[config.mk]
export PLATFORM = sky130hd
export DESIGN_NAME = ctc_timer
export DESIGN_NICKNAME = d
export VERILOG_FILES = /design/src/rtl/ctc_timer.sv
export SDC_FILE = /design/constraint.sdc
export NUM_CORES = 1
export LEC_CHECK = 0
export BUFFER_PORTS_ARGS = -buffer_cell sky130_fd_sc_hd__clkbuf_2
export CAP_MARGIN = 20
export CELL_PAD_IN_SITES_DETAIL_PLACEMENT = 0
export CELL_PAD_IN_SITES_GLOBAL_PLACEMENT = 1
export CORE_UTILIZATION = 31
export CTS_CLUSTER_SIZE = 24
export DETAILED_ROUTE_END_ITERATION = 7
export PLACE_DENSITY_LB_ADDON = 0.1
export SYNTH_ARGS = -nofsm -noshare
export SYNTH_HDL_FRONTEND = slang
export SYNTH_SLANG_ARGS = --single-unit
[constraint.sdc]
create_clock -name clk -period 1.86 [get_ports clk]
set_clock_uncertainty 0.05 [all_clocks]
set_input_delay 0.279 -clock clk [delete_from_list [all_inputs] [get_ports clk]]
set_output_delay 0.279 -clock clk [all_outputs]
set_load 0.005 [all_outputs]
[src/rtl/ctc_timer.sv]
module ctc_timer #(
  parameter int W      = 8,
  parameter int AW     = 3,
  parameter int MID_LG = 3,
  parameter int PRE_W  = 6
) (
  input  logic          clk,
  input  logic          rst_n,
  input  logic [AW-1:0] bus_addr,
  input  logic [W-1:0]  bus_wdata,
  input  logic          bus_we,
  output logic [W-1:0]  bus_rdata,
  input  logic [1:0]    pin_dir,
  output logic [1:0]    cmp_out,
  output logic [1:0]    cmp_ovr,
  output logic [1:0]    drv_en,
  output logic [2:0]    irq_flags
);
  localparam logic [W-1:0] TOP_MAX = '1;

  logic [7:0]       ctrl;
  logic [1:0]       sel;
  logic [PRE_W-1:0] pre;
  logic [W-1:0]     cnt, cmpa, cmpb;
  logic [2:0]       flg;
  logic [1:0]       oc;
  logic             blk;

  function automatic logic act(input logic [1:0] m, input logic cur);
    case (m)
      2'b01:   act = ~cur;
      2'b10:   act = 1'b0;
      2'b11:   act = 1'b1;
      default: act = cur;
    endcase
  endfunction

  wire wr_at0 = bus_we && bus_addr == AW'(0);
  wire wr_at1 = bus_we && bus_addr == AW'(1);
  wire cnt_wr = bus_we && bus_addr == AW'(2);
  wire wr_at3 = bus_we && bus_addr == AW'(3);
  wire wr_at4 = bus_we && bus_addr == AW'(4);
  wire wr_at5 = bus_we && bus_addr == AW'(5);

  wire ctc  = ctrl[1:0] == 2'b10;
  wire tick = (sel == 2'd1) ||
              (sel == 2'd2 && &pre[MID_LG-1:0]) ||
              (sel == 2'd3 && &pre);
  wire adv   = tick && !cnt_wr;
  wire hit_a = adv && !blk && cnt == cmpa;
  wire hit_b = adv && !blk && cnt == cmpb;
  wire wrap  = adv && cnt == TOP_MAX;
  wire [2:0] flg_set = {wrap, hit_b, hit_a};
  wire [2:0] flg_clr = wr_at5 ? bus_wdata[2:0] : 3'b000;

  always_ff @(posedge clk) begin
    if (!rst_n) begin
      ctrl <= '0; sel <= '0; pre <= '0; cnt <= '0;
      cmpa <= '0; cmpb <= '0; flg <= '0; oc <= '0; blk <= 1'b0;
    end else begin
      if (wr_at0) ctrl <= bus_wdata[7:0] & 8'hF3;
      if (wr_at1) begin
        sel <= bus_wdata[1:0];
        pre <= '0;
      end else begin
        pre <= pre + 1'b1;
      end
      if (cnt_wr)                 cnt <= bus_wdata;
      else if (tick && ctc && cnt == cmpa) cnt <= '0;
      else if (tick)              cnt <= cnt + 1'b1;
      if (cnt_wr)    blk <= 1'b1;
      else if (tick) blk <= 1'b0;
      if (wr_at3) cmpa <= bus_wdata;
      if (wr_at4) cmpb <= bus_wdata;
      flg <= (flg & ~flg_clr) | flg_set;
      if (hit_a) oc[0] <= act(ctrl[7:6], oc[0]);
      if (hit_b) oc[1] <= act(ctrl[5:4], oc[1]);
    end
  end

  always_comb begin
    case (bus_addr)
      AW'(0):  bus_rdata = W'(ctrl);
      AW'(1):  bus_rdata = W'(sel);
      AW'(2):  bus_rdata = cnt;
      AW'(3):  bus_rdata = cmpa;
      AW'(4):  bus_rdata = cmpb;
      AW'(5):  bus_rdata = W'(flg);
      default: bus_rdata = '0;
    endcase
  end

  assign cmp_out   = oc;
  assign cmp_ovr   = {ctrl[5:4] != 2'b00, ctrl[7:6] != 2'b00};
  assign drv_en    = cmp_ovr & pin_dir;
  assign irq_flags = flg;
endmodule


---- Yosys cells after proc, flatten, opt, wreduce, memory -nomap -nowiden ----
Cells that the tools add are included.
word-level totals
  word-level logic and storage cells ...... 77
  register bits after elaboration ......... 44
  input bits .............................. 16
  output and inout bits ................... 17
cells by class
  equal/unequal tests ..................... 18
  bitwise gates (word level) .............. 7
  reduce and logical (&&, ||, !) cells .... 31
  muxes and demuxes ....................... 9
  add/sub/neg operators ................... 2
operators by type and width
  cell                 number
  $pmux 8 s6           1
  $mux 8               3
  $eq 8x8->1           2
  $logic_and 1x1->1    15
  $eq 2x2->1 const B   7
  $reduce_bool 3->1    3
  $add 8x1->8 const B  1
  $eq 8x8->1 const B   1
  $add 6x1->6 const B  1
  $eq 2x1->1 const B   3
  $eq 3x2->1 const B   2
  $eq 3x3->1 const B   2
  $pmux 1 s3           2
  $reduce_and 6->1     1
  $reduce_bool 2->1    3
  $reduce_and 2->1     2
  $and 3x3->3          1
  $eq 3x1->1 const B   1
  $logic_not 3->1      1
  $mux 3               1
  $not 1->1            3
  $not 3->3            1
  $or 3x3->3           1
  $reduce_and 3->1     1
  5 further kinds      8

---- Depth between registers and ports, before layout ----
  depth after elaboration ................. 8
  depth in mapped cells ................... 8
  mapped depth without buffers ............ 7

---- Worst setup path before layout ----
No wires, ideal clock.
  path kind ............................... register to register
  start point ............................. register pre[0]
  end point ............................... register oc[1], in the netlist cmp_out[1]
  data required time ...................... 1733 ps
  arrival time ............................ 1786 ps
  stages on the path, launching flop included .. 8
  period minus slack after synthesis ...... 1912 ps
  buffers on the path ..................... 0
  setup time .............................. 77 ps
  setup slack ............................. -52 ps
  cell sequence ........................... dfxtp_1 > ha_1 > ha_1 > and2b_2 > mux2i_1 > a2111o_1 > or3b_1 > a41oi_2
on the way
  longest elaborated chain between the ends .. 8
  elaborated cells between the ends (all ways) .. 10
  those cells by class .................... 10 x reduce/logical
RTL lines
  item                                   RTL line  text
  from (decl)                            23        logic [PRE_W-1:0] pre;
  from (signal assigned)                 66        pre <= pre + 1'b1;
  $reduce_and 3->1                       47        (sel == 2'd2 && &pre[MID_LG-1:0]) ||
  $logic_and 1x1->1                      47
  $logic_or 1x1->1                       46        wire tick = (sel == 2'd1) ||
  $logic_or 1x1->1 (*)                   47
  $logic_and 1x1->1 (*)                  49        wire adv = tick && !cnt_wr;
  $logic_and 1x1->1 (*) (2 in series)    51        wire hit_b = adv && !blk && cnt == cmpb;
  $reduce_and 2->1 (no source line) (*)  n/a
  to (signal assigned)                   77        if (hit_b) oc[1] <= act(ctrl[5:4], oc[1]);
  to (decl)                              26        logic [1:0] oc;
Mark *: on every way between the ends. The rest lies on a longest branch, timed or not.
A chain may end at the register's enable or synchronous reset.

---- Worst setup path after layout ----
Same ends and word-level chain as after synthesis.

==> summary.md <==
| Metric | Value |
|---|---|
| # setup viols final | 0 |
| Cell Area, Synth | 2450 um^2 |
| I/O Buffers | 32 |
| Placed cell area | 2920 um^2 |
| Tot Pwr | 1.93 mW |
| Final HPWL DP | 5820 um |
| Hold_ws | 0.200 ns |
| I/O pins | 33 |
| CTS tree | built |
| Most frequent cells in the layout | 54 x nand2_1, 41 x dfxtp_1, 35 x buf_4, 31 x clkbuf_2, 23 x a21oi_1 |
| Design area | 3060 um^2 |
| Global route overflow | 0 |
| CTS max path bufs | 2 |
| Area growth, synth to finish | 24.7% |
| CTS Hold Bufs | 0 |
| DRT Wirelength | 7700 um |
| Critical Path AT | 2.04 ns |
| CP Class | flip-flop to flip-flop |
| CTS sink count | 44 |
| Most common cell after layout, fill and taps aside | nand2_1 |
| Non-Filler Instances | 462 |
| Synth unique cells | 50 |
| Post-Synthesis Cells | 308 |
| DIE AREA | 8270 um^2 |
| Seq cells post-synth | 44 |
| Root Buffer | clkbuf_8 |
| Number of CTS-inserted buffers | 5 |
| Syn. warnings | 0 |
| Final GP Congestion | 0.820 |
| Util after Layout | 0.398 |
| Number of enable flip-flop cells after synthesis | 0 |
| Vias | 2,307 |
| Worst-path clk slew | 0.09 ns |
| Lkg Pwr | 1.20 nW |
| Avg Inst Size Synth | 7.97 um^2 |
| Drt first pass iters | 4 |
| Syn Nets | 327 |
| Max Fclk | 0.540 GHz |
| Initial Util | 0.319 |
| Hold Path Class | input port to flip-flop |
| Die width | 91.0 um |
| Unrepaired setup endpoints after global routing | yes |
| Gr usage total | 0.196 |
| Row cnt | 32 |
| Crit-path max FO | 2 |
| Worst slew pin tran | 0.388 ns |
| Routed WL per cell | 16.7 um |
| Vias in the first global route | 2,303 |
| Layout cell share with drive strength beyond 1 | 0.272 |
| Max Slew Vio Count | 0 |
| Setup crit start kind | flip-flop |
| Post-DRT Antenna Nets | 0 |
| Sequential fraction of the synthesis area | 0.359 |
| Post-synthesis async set-or-reset flop share | 0 |
| DRT iter0 DRCs | 146 |
| Net count, final | 379 |
| Final Hold Fails | 0 |
| Min-delay src | bus_wdata[3] |
| Antenna violations before repair | 0 |
| Peak supply drop | 0.251 mV |
| Routed vias/inst | 4.99 |
| Crit path time final | 1.85 ns |
| RR Startpoint | pre[0] |
| Top FF cell, synth | dfxtp_1 |
| Core ar. | 7690 um^2 |
| CP Capture Type | flip-flop |
| Placed instance count | 454 |
| Largest net degree at the start of global routing | 23 |
| Remaining DRCs | 0 |
| Antenna cells | 0 |
| Status | complete, no violations |
| First-pass GRT wire length | 12,400 um |
| Fill cells | 844 |
| H-tree depth | 2 |
| Fin crit share | 0.996 |
| Pwr dens | 631 nW/um^2 |
| Max transition margin | 0.741 |
| Critical path startpoint | pre[0] |
| Clk Latency, worst-skew pair | 0.30 ns |
| Max-cap check violation count | 0 |
| Die H | 91.0 um |
| Critical path required time | 2.05 ns |
[Yosys cell counts, types with 3 or more instances]
cell type	n	area, um^2
clkbuf_1	17	63.8
xnor2_1	14	123
a31oi_1	7	43.8
inv_1	7	26.3
buf_2	3	15.0
a21oi_1	23	115
xor2_1	10	87.6
nor2_1	22	82.6
o21ai_0	9	45.0
dfxtp_1	44	881
nand4_1	11	68.8
nor2b_1	3	18.8
ha_1	3	37.5
nand2_1	55	206
and2_1	4	25.0
o22ai_1	3	18.8
mux2i_1	15	150
and3_1	5	31.3
nand3_1	15	75.1
[worst paths after layout]
path / endpoint / slack (ns) / cells past startpoint
worst min-delay path: cmpa[3] / 0.20 / 3
worst max-delay path: cmp_out[1] / 0.007 / 6
worst min register to register: irq_flags[2] / 0.44 / 2
worst max register to register: cmp_out[1] / 0.007 / 6
[where the power goes]
group	internal (mW)	switching (mW)	total (mW)
clock network	0.255	0.348	0.604
registers	0.972	0.0321	1.00
logic	0.141	0.183	0.323
[sequential cells by signal, indices dropped and copies added, names as in the netlist]
register / flops
cmpa: 8
cmpb: 8
cnt: 8
ctrl: 6
pre: 6
irq_flags: 3
cmp_out: 2
sel: 2
blk: 1
[area by class of cell]
| cell class | count | area, um^2 | area share |
|---|---|---|---|
| Inverter | 8 | 30.0 | 0.00981 |
| Clock buffer | 5 | 68.8 | 0.0225 |
| Clock inverter | 2 | 12.5 | 0.00409 |
| Sequential cell | 44 | 885 | 0.289 |
| Multi-Input combinational cell | 234 | 1510 | 0.495 |
| Tap cell | 102 | 128 | 0.0417 |
| Timing Repair Buffer | 67 | 423 | 0.138 |
[through the flow]
step	worst slack (ns)	setup TNS (ns)
4_1_cts	-0.00942	-0.00942
6_report	0.00694	0
2_1_floorplan	-0.00597	-0.00597
3_3_place_gp	0.00773	0
3_5_place_dp	-0.00487	-0.00487
5_1_grt	-0.0639	-0.0771
[routing by layer]
metal	vias up	GRT usage	share of wire	wire length [um]
met5	-	0	0	0
met4	0	0.0476	0.0074	57
met3	4	0.0327	0.040	309
met2	48	0.309	0.46	3540
met1	1092	0.278	0.49	3790
li1	1163	-	-	-
[kinds of logic (layout without fill, tap and decap cells)]
kind of cell	after synthesis	after routing	share of synthesized area
buffers and inverters	31	82	0.0510
AOI/OAI and AO/OA	52	52	0.128
xor gates and xnor gates	24	24	0.0857
and+or+nand+nor	136	137	0.277
muxes	18	18	0.0841
adders and majority gates	3	3	0.0153
DFF	44	44	0.359
[what timing repair did]
item,in CTS,in global routing
buffers inserted,0,1
setup endpoints to repair,3,12
pin swaps,5,3
resized for setup,3,11
cloned,0,1
[worst max-delay path, cell delays in order, from the launching register on]
cell,delay (ns)
dfxtp_2,0.36
ha_4,0.15
nand3_2,0.07
or2_4,0.24
a2111o_1,0.42
or3b_1,0.37
a41oi_2,0.12
Power figures use the tool's default switching activity.
